==> src/rtl/kps_pkg.sv <==
package kps_pkg;
  localparam int KP_ROWS = 4;
  localparam int KP_COLS = 3;
  localparam int RIW = $clog2(KP_ROWS);
  localparam int CIW = $clog2(KP_COLS);
  localparam int NRW = $clog2(KP_ROWS + 1);
  localparam int NCW = $clog2(KP_COLS + 1);

  localparam logic [3:0] CODE_ZERO    = 4'd0;
  localparam logic [3:0] CODE_STAR    = 4'd10;
  localparam logic [3:0] CODE_HASH    = 4'd11;
  localparam logic [3:0] CODE_FN_BASE = 4'd12;

  typedef enum logic [2:0] {
    ST_IDLE,
    ST_COLSET,
    ST_DEB,
    ST_CHKCOL,
    ST_HELD,
    ST_WAIT
  } kps_state_e;

  typedef struct packed {
    logic       valid;
    logic       single;
    logic       fn;
    logic [3:0] code;
  } kps_key_t;
endpackage

==> src/rtl/kps_decode.sv <==
module kps_decode
  import kps_pkg::*;
(
  input  logic [KP_ROWS-1:0] row_low,
  input  logic [KP_COLS-1:0] col_low,
  input  logic               tone_mode,
  output kps_key_t           key
);
  logic [NRW-1:0] nr;
  logic [NCW-1:0] nc;
  logic [RIW-1:0] ri;
  logic [CIW-1:0] ci;

  always_comb begin
    nr = '0;
    nc = '0;
    ri = '0;
    ci = '0;
    for (int r = 0; r < KP_ROWS; r++) begin
      if (row_low[r]) begin
        nr = nr + 1'b1;
        ri = RIW'(r);
      end
    end
    for (int c = 0; c < KP_COLS; c++) begin
      if (col_low[c]) begin
        nc = nc + 1'b1;
        ci = CIW'(c);
      end
    end

    key = '0;
    if (nr == NRW'(1) && nc == '0) begin
      key.valid = 1'b1;
      key.fn    = 1'b1;
      key.code  = CODE_FN_BASE + 4'(ri);
    end else if (nr == NRW'(1) && nc == NCW'(1)) begin
      key.valid = 1'b1;
      if (ri != RIW'(KP_ROWS - 1)) begin
        key.code = 4'(ri) * 4'd3 + 4'(ci) + 4'd1;
      end else begin
        case (ci)
          CIW'(0): key.code = CODE_STAR;
          CIW'(1): key.code = CODE_ZERO;
          default: key.code = CODE_HASH;
        endcase
      end
    end else if (tone_mode && nr == NRW'(1) && nc >= NCW'(2)) begin
      key.valid  = 1'b1;
      key.single = 1'b1;
      key.code   = 4'(ri);
    end else if (tone_mode && nr >= NRW'(2) && nc == NCW'(1)) begin
      key.valid  = 1'b1;
      key.single = 1'b1;
      key.code   = 4'(KP_ROWS) + 4'(ci);
    end
  end
endmodule

==> src/rtl/kps_tick_timer.sv <==
module kps_tick_timer #(
  parameter int LIMIT = 32
) (
  input  logic clk_i,
  input  logic rst_i,
  input  logic start_i,
  input  logic clear_i,
  input  logic tick_i,
  output logic busy_o,
  output logic last_o
);
  localparam int CW = $clog2(LIMIT + 1);

  logic [CW-1:0] cnt;

  always_ff @(posedge clk_i) begin
    if (rst_i || clear_i) begin
      cnt <= '0;
    end else if (start_i) begin
      cnt <= CW'(LIMIT);
    end else if (tick_i && cnt != '0) begin
      cnt <= cnt - 1'b1;
    end
  end

  assign busy_o = (cnt != '0);
  assign last_o = (cnt == CW'(1));


  load_chk: assert property (@(posedge clk_i) disable iff (rst_i)
    (start_i && !clear_i) |=> (cnt == CW'(LIMIT)));


  count_down_chk: assert property (@(posedge clk_i) disable iff (rst_i)
    (tick_i && busy_o && !start_i && !clear_i) |=> (cnt == CW'($past(cnt) - 1'b1)));
endmodule

==> src/rtl/kps_pacifier.sv <==
module kps_pacifier #(
  parameter int PAC_TICKS = 75
) (
  input  logic clk_i,
  input  logic rst_i,
  input  logic start_i,
  input  logic stop_i,
  input  logic tick_i,
  output logic tone_o
);
  logic busy;
  logic last;
  logic tone_q;

  kps_tick_timer #(.LIMIT(PAC_TICKS)) u_len (
    .clk_i   (clk_i),
    .rst_i   (rst_i),
    .start_i (start_i),
    .clear_i (stop_i),
    .tick_i  (tick_i),
    .busy_o  (busy),
    .last_o  (last)
  );

  always_ff @(posedge clk_i) begin
    if (rst_i || stop_i) begin
      tone_q <= 1'b0;
    end else if (start_i) begin
      tone_q <= 1'b1;
    end else if (tick_i && busy) begin
      tone_q <= last ? 1'b0 : ~tone_q;
    end
  end

  assign tone_o = tone_q;


  pac_stable_chk: assert property (@(posedge clk_i) disable iff (rst_i)
    (!start_i && !stop_i && !tick_i) |=> $stable(tone_q));


  pac_idle_low_chk: assert property (@(posedge clk_i) disable iff (rst_i)
    !busy |-> !tone_q);


  pac_stop_chk: assert property (@(posedge clk_i) disable iff (rst_i)
    stop_i |=> !tone_q);
endmodule

==> src/rtl/kps_scanner.sv <==
module kps_scanner
  import kps_pkg::*;
#(
  parameter int DEBOUNCE_TICKS = 32,
  parameter int PAC_TICKS      = 75
) (
  input  logic               clk_i,
  input  logic               rst_i,
  input  logic               tick_i,
  input  logic               hook_i,
  input  logic               tone_mode_i,
  input  logic [KP_ROWS-1:0] row_i,
  input  logic [KP_COLS-1:0] col_i,
  output logic               col_phase_o,
  output logic               key_vld_o,
  output logic [3:0]         key_o,
  output logic               single_o,
  output logic               held_o,
  output logic               pac_o
);
  kps_state_e       state;
  logic             hook_q;
  logic [KP_ROWS-1:0] row_cap;
  logic [KP_COLS-1:0] col_cap;
  logic             row_ok_q;
  logic             col_phase_q;
  logic             key_vld_q;
  logic [3:0]       key_q;
  logic             single_q;
  logic             held_q;

  kps_key_t dec;
  logic     abort;
  logic     released;
  logic     deb_start;
  logic     deb_busy;
  logic     deb_last;
  logic     accept;
  logic     pac_start;
  logic     pac_stop;

  kps_decode u_dec (
    .row_low   (row_cap),
    .col_low   (col_cap),
    .tone_mode (tone_mode_i),
    .key       (dec)
  );

  assign abort     = hook_i || (hook_i != hook_q);
  assign released  = &row_i;
  assign deb_start = (state == ST_COLSET) && !abort;
  assign accept    = (state == ST_CHKCOL) && !abort && row_ok_q
                     && (~col_i == col_cap) && dec.valid;
  assign pac_start = accept && (!tone_mode_i || dec.fn);
  assign pac_stop  = abort || ((state == ST_HELD) && released);

  kps_tick_timer #(.LIMIT(DEBOUNCE_TICKS)) u_deb (
    .clk_i   (clk_i),
    .rst_i   (rst_i),
    .start_i (deb_start),
    .clear_i (abort),
    .tick_i  (tick_i),
    .busy_o  (deb_busy),
    .last_o  (deb_last)
  );

  kps_pacifier #(.PAC_TICKS(PAC_TICKS)) u_pac (
    .clk_i   (clk_i),
    .rst_i   (rst_i),
    .start_i (pac_start),
    .stop_i  (pac_stop),
    .tick_i  (tick_i),
    .tone_o  (pac_o)
  );

  always_ff @(posedge clk_i) begin
    if (rst_i) begin
      state       <= ST_IDLE;
      hook_q      <= 1'b1;
      row_cap     <= '0;
      col_cap     <= '0;
      row_ok_q    <= 1'b0;
      col_phase_q <= 1'b0;
      key_vld_q   <= 1'b0;
      key_q       <= '0;
      single_q    <= 1'b0;
      held_q      <= 1'b0;
    end else begin
      hook_q    <= hook_i;
      key_vld_q <= 1'b0;
      if (abort) begin
        state       <= ST_IDLE;
        col_phase_q <= 1'b0;
        held_q      <= 1'b0;
      end else begin
        case (state)
          ST_IDLE: begin
            if (!released) begin
              row_cap     <= ~row_i;
              col_phase_q <= 1'b1;
              state       <= ST_COLSET;
            end
          end
          ST_COLSET: begin
            col_cap     <= ~col_i;
            col_phase_q <= 1'b0;
            state       <= ST_DEB;
          end
          ST_DEB: begin
            if (tick_i && deb_last) begin
              row_ok_q    <= (~row_i == row_cap);
              col_phase_q <= 1'b1;
              state       <= ST_CHKCOL;
            end
          end
          ST_CHKCOL: begin
            col_phase_q <= 1'b0;
            if (accept) begin
              key_vld_q <= 1'b1;
              key_q     <= dec.code;
              single_q  <= dec.single;
              held_q    <= 1'b1;
              state     <= ST_HELD;
            end else begin
              state <= ST_WAIT;
            end
          end
          ST_HELD: begin
            if (released) begin
              held_q <= 1'b0;
              state  <= ST_IDLE;
            end
          end
          ST_WAIT: begin
            if (released) state <= ST_IDLE;
          end
          default: state <= ST_IDLE;
        endcase
      end
    end
  end

  assign col_phase_o = col_phase_q;
  assign key_vld_o   = key_vld_q;
  assign key_o       = key_q;
  assign single_o    = single_q;
  assign held_o      = held_q;


  onhook_idle_chk: assert property (@(posedge clk_i) disable iff (rst_i)
    hook_i |=> (!col_phase_q && state == ST_IDLE));


  colphase_brief_chk: assert property (@(posedge clk_i) disable iff (rst_i)
    col_phase_q |=> !col_phase_q);


  vld_pulse_chk: assert property (@(posedge clk_i) disable iff (rst_i)
    key_vld_q |=> !key_vld_q);


  deb_running_chk: assert property (@(posedge clk_i) disable iff (rst_i)
    (state == ST_DEB) |-> deb_busy);


  hook_abort_chk: assert property (@(posedge clk_i) disable iff (rst_i)
    (hook_i != hook_q) |=> (!held_q && !key_vld_q && !pac_o));


  held_rise_chk: assert property (@(posedge clk_i) disable iff (rst_i)
    $rose(held_q) |-> key_vld_q);


  held_release_chk: assert property (@(posedge clk_i) disable iff (rst_i)
    (held_q && released && !col_phase_q) |=> !held_q);
endmodule

==> config.mk <==
export PLATFORM = sky130hd
export DESIGN_NAME = kps_scanner
export DESIGN_NICKNAME = d
export VERILOG_FILES = /design/src/rtl/kps_pkg.sv /design/src/rtl/kps_decode.sv /design/src/rtl/kps_tick_timer.sv /design/src/rtl/kps_pacifier.sv /design/src/rtl/kps_scanner.sv
export SDC_FILE = /design/constraint.sdc
export NUM_CORES = 1
export LEC_CHECK = 0
export ABC_CLOCK_PERIOD_IN_PS = 3300
export BUFFER_PORTS_ARGS = -buffer_cell sky130_fd_sc_hd__buf_4
export CORE_ASPECT_RATIO = 0.7
export CORE_MARGIN = 2
export CORE_UTILIZATION = 39
export CTS_BUF_LIST = sky130_fd_sc_hd__clkbuf_8 sky130_fd_sc_hd__clkbuf_16
export CTS_CLUSTER_SIZE = 30
export DETAILED_ROUTE_END_ITERATION = 6
export PLACE_DENSITY_LB_ADDON = 0.08
export REMOVE_ABC_BUFFERS = 1
export SYNTH_ARGS = -nofsm -noshare
export SYNTH_HDL_FRONTEND = slang
export SYNTH_SLANG_ARGS = --single-unit
==> constraint.sdc <==
create_clock -name clk_i -period 3.3 [get_ports clk_i]
set_clock_uncertainty 0.05 [all_clocks]
set_input_delay 0.66 -clock clk_i [delete_from_list [all_inputs] [get_ports clk_i]]
set_output_delay 0.66 -clock clk_i [all_outputs]
set_load 0.1 [all_outputs]
==> results of run 1 <==
## cells by family (layout without fill, tap and decap cells)
logic type      count (synthesis)  in the layout
simple gates                   98             98
buf+inv                        21             44
flops                          34             34
xor+xnor                       23             23
compound gates                 57             57
mux                             2              2
fa+ha+maj                      17             17
## per-stage QoR
stage	power, µW	instances	setup WS [ns]
after floorplan	480	246	0.738
after global placement	512	339	0.607
after detailed placement	511	339	0.601
after CTS	827	347	0.560
after global routing	860	347	0.348
final	816	347	0.558
## metal layers
layer,wire [µm],up-vias,share of wire,track usage
met2,1700,39,0.37,0.228
li1,-,953,-,-
met1,2610,787,0.57,0.246
met3,199,5,0.044,0.0419
met5,0,-,0,0
met4,35,0,0.0077,0.0380
## registers in the layout, summed over array words and instances, names as in the netlist
register         flops
col_cap              3
col_phase_o          1
held_o               1
hook_q               1
key_o                4
key_vld_o            1
row_cap              4
row_ok_q             1
single_o             1
state                3
u_deb.cnt            6
u_pac.tone_o         1
u_pac.u_len.cnt      7
## final timing paths
kind	endpoint	slack, ns	startpoint
worst min-delay path	held_o$_SDFFE_PP0P_	0.40	held_o$_SDFFE_PP0P_
worst max register to register	key_o[2]$_SDFFE_PP0P_	0.56	row_cap[1]$_SDFFE_PP0P_
worst min register to register	held_o$_SDFFE_PP0P_	0.40	held_o$_SDFFE_PP0P_
worst max-delay path	key_o[2]$_SDFFE_PP0P_	0.56	row_cap[1]$_SDFFE_PP0P_
## Yosys cell counts (all sizes together) (4+ instances only)
library cell / number
o21ai: 7
nand2: 14
o31ai: 5
nand4: 4
xor2: 5
dfxtp: 34
ha: 14
a21oi: 14
nor3: 8
nand3: 6
nor4: 9
nor2b: 5
a211oi: 7
nand2b: 6
inv: 15
nor2: 29
xnor2: 17
## worst max-delay path, cell delays in order (launching register included)
cell                       delay [ns]
sky130_fd_sc_hd__dfxtp_1         0.39
sky130_fd_sc_hd__inv_1           0.08
sky130_fd_sc_hd__o21bai_1        0.35
sky130_fd_sc_hd__fa_1            0.53
sky130_fd_sc_hd__fa_1            0.46
sky130_fd_sc_hd__xnor2_1         0.13
sky130_fd_sc_hd__o21ai_0         0.13
sky130_fd_sc_hd__nand4_1         0.10
sky130_fd_sc_hd__a211o_1         0.31
sky130_fd_sc_hd__a21oi_1         0.13
## layout make-up
type,count,area [µm²],area share
clock inverters,2,8.76,0.00348
well taps,72,90.1,0.0358
flip-flops and latches,34,681,0.271
repair buffers,21,158,0.0627
clock buffers,6,82.6,0.0328
inverters,15,56.3,0.0224
multi-input cells,197,1440,0.572
## where the power goes
group / leakage [µW] / switching (µW) / internal [µW]
Clock: 0.0000524 / 149 / 165
Sequential: 0.000274 / 4.95 / 413
Combinational: 0.000577 / 46.4 / 37.2
Total: 0.000904 / 200 / 616
==> impl_metrics.env, run 1 <==
export IMPL_outcome="finished, final reports clean"
export IMPL_grt_pass1_vias=1672
export IMPL_synth_edf_count=0
export IMPL_main_combinational_cell_family_by_area_after_synthesis="simple AND/OR/NAND/NOR gates"
export IMPL_grt_start_max_net_pins=21
export IMPL_timing_critical_path_arrival_ns=2.91
export IMPL_globalRouteTotalUtil=0.163
export IMPL_synth_cells=252
export IMPL_fillers=520
export IMPL_tightestPinTransition_ns=0.599
export IMPL_ys_async_sr_fraction=0
export IMPL_holdCritPathClass="reg2reg"
export IMPL_yosys_warnings=0
export IMPL_grt_overflow=0
export IMPL_placement_cell_area_um2=2420
export IMPL_rr_worst_depth=9
export IMPL_placeableCoreArea_um2=5370
export IMPL_grt_first_pass_wirelength_mm=8.00
export IMPL_floorplan_initialDensity=0.413
export IMPL_layout_drive_gt1_share=0.149
export IMPL_grt_setup_unrepaired="false"
export IMPL_vdd_ir_drop_max_mv=0.155
export IMPL_critical_path_class="reg2reg"
export IMPL_chipWidth_um=94.1
export IMPL_h_tree_depth=2
export IMPL_yosysUniqueCellTypes=57
export IMPL_totalWireLength_mm=4.55
export IMPL_first_iter_violations=80
export IMPL_clock_root_buffer="sky130_fd_sc_hd__clkbuf_8"
export IMPL_synth_area_top_cells="sky130_fd_sc_hd__dfxtp_1 (31%), sky130_fd_sc_hd__ha_1 (7.9%), sky130_fd_sc_hd__xnor2_1 (6.3%), sky130_fd_sc_hd__nor2_1 (4.9%), sky130_fd_sc_hd__a21oi_1 (2.9%)"
export IMPL_post_synth_top_area_cell="sky130_fd_sc_hd__dfxtp_1"
export IMPL_synth_ff_type="sky130_fd_sc_hd__dfxtp_1"
export IMPL_synth_area_per_cell_um2=8.79
export IMPL_place_port_buffers=20
export IMPL_sequential_element_share_of_the_synthesized_area=0.307
export IMPL_final_design_area_no_fill_um2=2510
export IMPL_drt_pass1_iterations=4
export IMPL_antenna_violations_before_repair=0
export IMPL_synth_xor_area_frac=0.107
export IMPL_num_rows=22
export IMPL_design_final_nets=303
export IMPL_cts_buffers=5
export IMPL_floorplan_io_pins=21
export IMPL_synth_ff_latch_count=34
export IMPL_syn2layout_area_growth_pct=13.5
export IMPL_post_drt_wl_per_cell_um=13.1
export IMPL_maxClockFrequency_mhz=365
export IMPL_cts_sink_count=34
export IMPL_most_common_cell_after_layout_fill_and_taps_aside="sky130_fd_sc_hd__dfxtp_1"
export IMPL_route_detailed_vias_per_inst=5.14
export IMPL_power_dens_cells_nw_per_um2=324
export IMPL_fin_tns_setup_ns=0
export IMPL_drv_cap=0
export IMPL_relSlewSlack=0.597
export IMPL_antenna_cells_inserted=0
export IMPL_finalSetupViolations=0
export IMPL_finalMaxSlewViolations=0
export IMPL_cts_hold_fix_buffers=0
export IMPL_die_h_um=67.1
export IMPL_clock_tree_from_tritoncts="yes"
export IMPL_remaining_drc_errors=0
export IMPL_place_detailed_hpwl_mm=3.43
export IMPL_mostFrequentLayoutCells="sky130_fd_sc_hd__dfxtp_1 (34), sky130_fd_sc_hd__nor2_1 (29), sky130_fd_sc_hd__buf_4 (21), sky130_fd_sc_hd__inv_1 (16), sky130_fd_sc_hd__xnor2_1 (16)"
export IMPL_synth_compound_area_frac=0.189
export IMPL_post_cts_resized_instances=0
export IMPL_static_leak_uw=0.000904
export IMPL_synth_mux_area_frac=0.00903
export IMPL_detail_route_antenna_nets=0
export IMPL_timing_critical_path_from_type="flop"
export IMPL_design_die_area_um2=6310
export IMPL_hold_ws_ns=0.405
export IMPL_basic_gate_share_of_the_synthesized_area_counting_and_or_nand_and_nor_cells=0.238
export IMPL_finish_utilization=0.469
export IMPL_timing_hold_worst_path_depth=2
export IMPL_clk_latency_ns=0.28
export IMPL_synthDominantCellAreaShare=0.307
export IMPL_path_clk_slew_ns=0.07
export IMPL_num_vias=1784
export IMPL_timing_final_crit_share=0.831
export IMPL_worstPathRequired_ns=3.46
export IMPL_clock_tree_buffer_depth=2
export IMPL_critPathCaptureType="flop"
export IMPL_timing_final_hold_violations=0
export IMPL_setup_repair_bufs_after_cts=0
export IMPL_crit_path_max_fanout=4
export IMPL_mappedNetlistArea_um2=2220
export IMPL_gp_routability_congestion=0.766
export IMPL_period_minus_slack_ns=2.74
export IMPL_post_synth_fa_ha_maj_area_fraction=0.106
No activity file was read; power rests on OpenSTA's default activity.
==> run 2, diff against run 1 <==
--- a/config.mk
+++ b/config.mk
@@ -5,7 +5,8 @@
 export SDC_FILE = /design/constraint.sdc
 export NUM_CORES = 1
 export LEC_CHECK = 0
-export ABC_CLOCK_PERIOD_IN_PS = 3300
+export ABC_AREA = 1
+export ABC_CLOCK_PERIOD_IN_PS = 2300
 export BUFFER_PORTS_ARGS = -buffer_cell sky130_fd_sc_hd__buf_4
 export CORE_ASPECT_RATIO = 0.7
 export CORE_MARGIN = 2
==> constraint.sdc (replaced) <==
create_clock -name clk_i -period 2.3 [get_ports clk_i]
set_clock_uncertainty 0.05 [all_clocks]
set_input_delay 0.46 -clock clk_i [delete_from_list [all_inputs] [get_ports clk_i]]
set_output_delay 0.46 -clock clk_i [all_outputs]
set_load 0.1 [all_outputs]
==> impl_metrics.env, run 2 <==
export IMPL_sequential_element_share_of_the_synthesized_area=0.303
export IMPL_mappedNetlistArea_um2=2240
export IMPL_max_flop_register="u_pac.u_len.cnt"
export IMPL_timing_final_hold_violations=0
export IMPL_placeableCoreArea_um2=5640
export IMPL_synth_edf_count=0
export IMPL_holdCritPathClass="in2reg"
export IMPL_post_synth_top_area_cell="sky130_fd_sc_hd__dfxtp_1"
export IMPL_drv_cap=0
export IMPL_most_common_cell_after_layout_fill_and_taps_aside="sky130_fd_sc_hd__nand2_1"
export IMPL_net_switching_power_uw=326
export IMPL_flip_flop_count_of_the_largest_register_after_layout=7
export IMPL_relSlewSlack=0.723
export IMPL_critical_path_max_stage_delay_ns=0.33
export IMPL_clk_latency_ns=0.28
export IMPL_synth_area_top_cells="sky130_fd_sc_hd__dfxtp_1 (30%), sky130_fd_sc_hd__nand2_1 (10%), sky130_fd_sc_hd__inv_1 (8.9%), sky130_fd_sc_hd__ha_1 (7.8%), sky130_fd_sc_hd__nor2_1 (7.2%)"
export IMPL_syn2layout_area_growth_pct=30.8
export IMPL_die_h_um=67.5
export IMPL_period_minus_slack_ns=2.28
export IMPL_grt_start_max_net_pins=11
export IMPL_tightestPinTransition_ns=0.414
export IMPL_design_final_nets=409
export IMPL_worst_slack_ns=0.0248
export IMPL_timing_critical_path_from_type="flop"
export IMPL_mostFrequentLayoutCells="sky130_fd_sc_hd__nand2_1 (54), sky130_fd_sc_hd__inv_1 (47), sky130_fd_sc_hd__buf_4 (47), sky130_fd_sc_hd__nor2_1 (39), sky130_fd_sc_hd__dfxtp_1 (31)"
export IMPL_first_iter_violations=83
export IMPL_yosysUniqueCellTypes=32
export IMPL_finalMaxSlewViolations=0
export IMPL_maxClockFrequency_mhz=440
export IMPL_grt_pass1_vias=1956
export IMPL_final_design_area_no_fill_um2=2940
export IMPL_timing_critical_path_cells="buf_4, ha_4, inv_4, nand2_2, nand2_2, inv_2, ha_4, or2_1, nand2_2, nand2_4, nor2_8, nand3_4, buf_6, buf_4, nand2_1, a21oi_1"
export IMPL_synthDominantCellAreaShare=0.303
export IMPL_h_tree_depth=2
export IMPL_layout_drive_gt1_share=0.297
export IMPL_critical_path_top_delay_cell="sky130_fd_sc_hd__dfxtp_2"
export IMPL_place_port_buffers=20
export IMPL_post_synth_fa_ha_maj_area_fraction=0.105
export IMPL_p_comb_frac=0.173
export IMPL_detailedPlace_worstSlack_ns=-0.116
export IMPL_grt_overflow=0
export IMPL_synth_ff_type="sky130_fd_sc_hd__dfxtp_1"
export IMPL_antenna_violations_before_repair=0
export IMPL_worstPathRequired_ns=2.42
export IMPL_synth_compound_area_frac=0.126
export IMPL_grt_setup_unrepaired="true"
export IMPL_vdd_ir_drop_max_mv=0.310
export IMPL_place_detailed_hpwl_mm=3.94
export IMPL_critPathTopFamily="simple AND/OR/NAND/NOR gates"
export IMPL_synth_area_per_cell_um2=6.93
export IMPL_path_clk_slew_ns=0.07
export IMPL_clockPowerShare=0.338
export IMPL_power_dens_cells_nw_per_um2=416
export IMPL_critical_path_class="reg2reg"
export IMPL_crit_path_frequent_cell="sky130_fd_sc_hd__nand2_2"
export IMPL_main_combinational_cell_family_by_area_after_synthesis="simple AND/OR/NAND/NOR gates"
export IMPL_crit_path_max_fanout=5
export IMPL_floorplan_io_pins=21
export IMPL_placement_cell_area_um2=2630
export IMPL_timing_critical_path_arrival_ns=2.39
export IMPL_detail_route_antenna_nets=0
export IMPL_basic_gate_share_of_the_synthesized_area_counting_and_or_nand_and_nor_cells=0.326
export IMPL_finalNonFillerCells=455
export IMPL_grt_first_pass_wirelength_mm=9.09
export IMPL_synth_mux_area_frac=0
export IMPL_clock_root_buffer="sky130_fd_sc_hd__clkbuf_8"
export IMPL_timing_final_crit_share=0.989
export IMPL_remaining_drc_errors=0
export IMPL_globalRouteTotalUtil=0.181
export IMPL_num_rows=23
export IMPL_cts_sink_count=34
export IMPL_cts_buffers=5
export IMPL_clock_tree_from_tritoncts="yes"
export IMPL_critPathCaptureType="flop"
export IMPL_clock_tree_buffer_depth=2
export IMPL_finalSetupViolations=0
export IMPL_yosys_warnings=0
export IMPL_outcome="finished, final reports clean"
export IMPL_synth_ff_latch_count=34
export IMPL_largest_registers="u_pac.u_len.cnt x7, u_deb.cnt x6"
export IMPL_antenna_cells_inserted=0
export IMPL_synth_cells=324
export IMPL_static_leak_uw=0.00137
export IMPL_intPower_uw=895
export IMPL_synth_xor_area_frac=0.0390
export IMPL_floorplan_initialDensity=0.398
export IMPL_finish_utilization=0.521
export IMPL_chipWidth_um=94.7
export IMPL_sequential_cell_fraction_of_total_power=0.489
export IMPL_placedCellCount=435
export IMPL_critical_path_n_buffers_inverters=5
export IMPL_route_detailed_vias_per_inst=4.66
export IMPL_num_vias=2122
export IMPL_design_die_area_um2=6390
export IMPL_post_synth_top_count_cell="sky130_fd_sc_hd__nand2_1"
export IMPL_gp_routability_congestion=0.829
export IMPL_drt_pass1_iterations=4
export IMPL_totalWireLength_mm=5.15
export IMPL_post_drt_wl_per_cell_um=11.3
export IMPL_ys_async_sr_fraction=0
export IMPL_power_switching_share=0.267
export IMPL_synth_common_cells="sky130_fd_sc_hd__nand2_1 (62), sky130_fd_sc_hd__inv_1 (53), sky130_fd_sc_hd__nor2_1 (43)"
-- run 2: cell count changes after synthesis, moves of 8 or more --
cell and change:
sky130_fd_sc_hd__nand4_1 +8, sky130_fd_sc_hd__a21oi_1 +10, sky130_fd_sc_hd__inv_1 +38, sky130_fd_sc_hd__nor2_1 +14, sky130_fd_sc_hd__nand2_1 +48, sky130_fd_sc_hd__nand3_1 +10, sky130_fd_sc_hd__nor4_1 -9, sky130_fd_sc_hd__o21ai_0 +10
sky130_fd_sc_hd__xnor2_1 -15
-- run 2: logic make-up after synthesis --
kind of cell | after synthesis
adders and majority gates | 17
buffers and inverters | 60
DFF | 34
xor gates and xnor gates | 10
AOI/OAI and AO/OA | 49
and+or+nand+nor | 154
-- run 2: repair_timing --
action                     4_1_cts  5_1_grt
cloned                           0        0
hold buffers                     0        0
pin swaps                       13       16
setup endpoints to repair       14       16
setup buffers                   11        2
resized for setup               18       28
-- run 2: worst paths after layout --
kind / from / end / slack (ns) / cells past startpoint
worst max-delay path: row_cap[0]$_SDFFE_PP0P_ / single_o$_SDFFE_PP0P_ / 0.02 / 16
worst min-delay path: col_i[0] / col_cap[0]$_SDFFE_PP0P_ / 0.31 / 2
worst max register to register: row_cap[0]$_SDFFE_PP0P_ / single_o$_SDFFE_PP0P_ / 0.02 / 16
worst min register to register: single_o$_SDFFE_PP0P_ / single_o$_SDFFE_PP0P_ / 0.39 / 2
-- run 2: power by group through the flow --
stage,clock [µW],sequential (µW),combinational [µW]
6_report,413,597,211
2_1_floorplan,0,615,96.0
3_5_place_dp,0,609,170
3_3_place_gp,0,609,170
5_1_grt,460,597,233
4_1_cts,430,596,196
-- run 2: cell type report --
cell class | instances | area [µm²]
Tap cell | 75 | 93.8
Timing Repair Buffer | 50 | 395
Clock buffer | 5 | 68.8
Fill cell | 593 | 2700
Sequential cell | 34 | 684
Multi-Input combinational cell | 230 | 1450
Clock inverter | 2 | 10.0
Inverter | 59 | 231
-- run 2: per-layer routing --
metal	track usage	part of all wire
met5	0	0
met4	0.0272	0
met3	0.0424	0.036
met2	0.280	0.42
met1	0.261	0.54
-- run 2: per-stage QoR --
stage / total power [µW] / hold WS, ns / TNS (ns)
detailed placement: 779 / 0.391 / -1.00
floorplan: 711 / 0.405 / -0.106
finish: 1220 / 0.315 / 0
global placement: 779 / 0.384 / -0.770
global route: 1290 / 0.320 / -0.994
CTS: 1220 / 0.310 / -0.00296
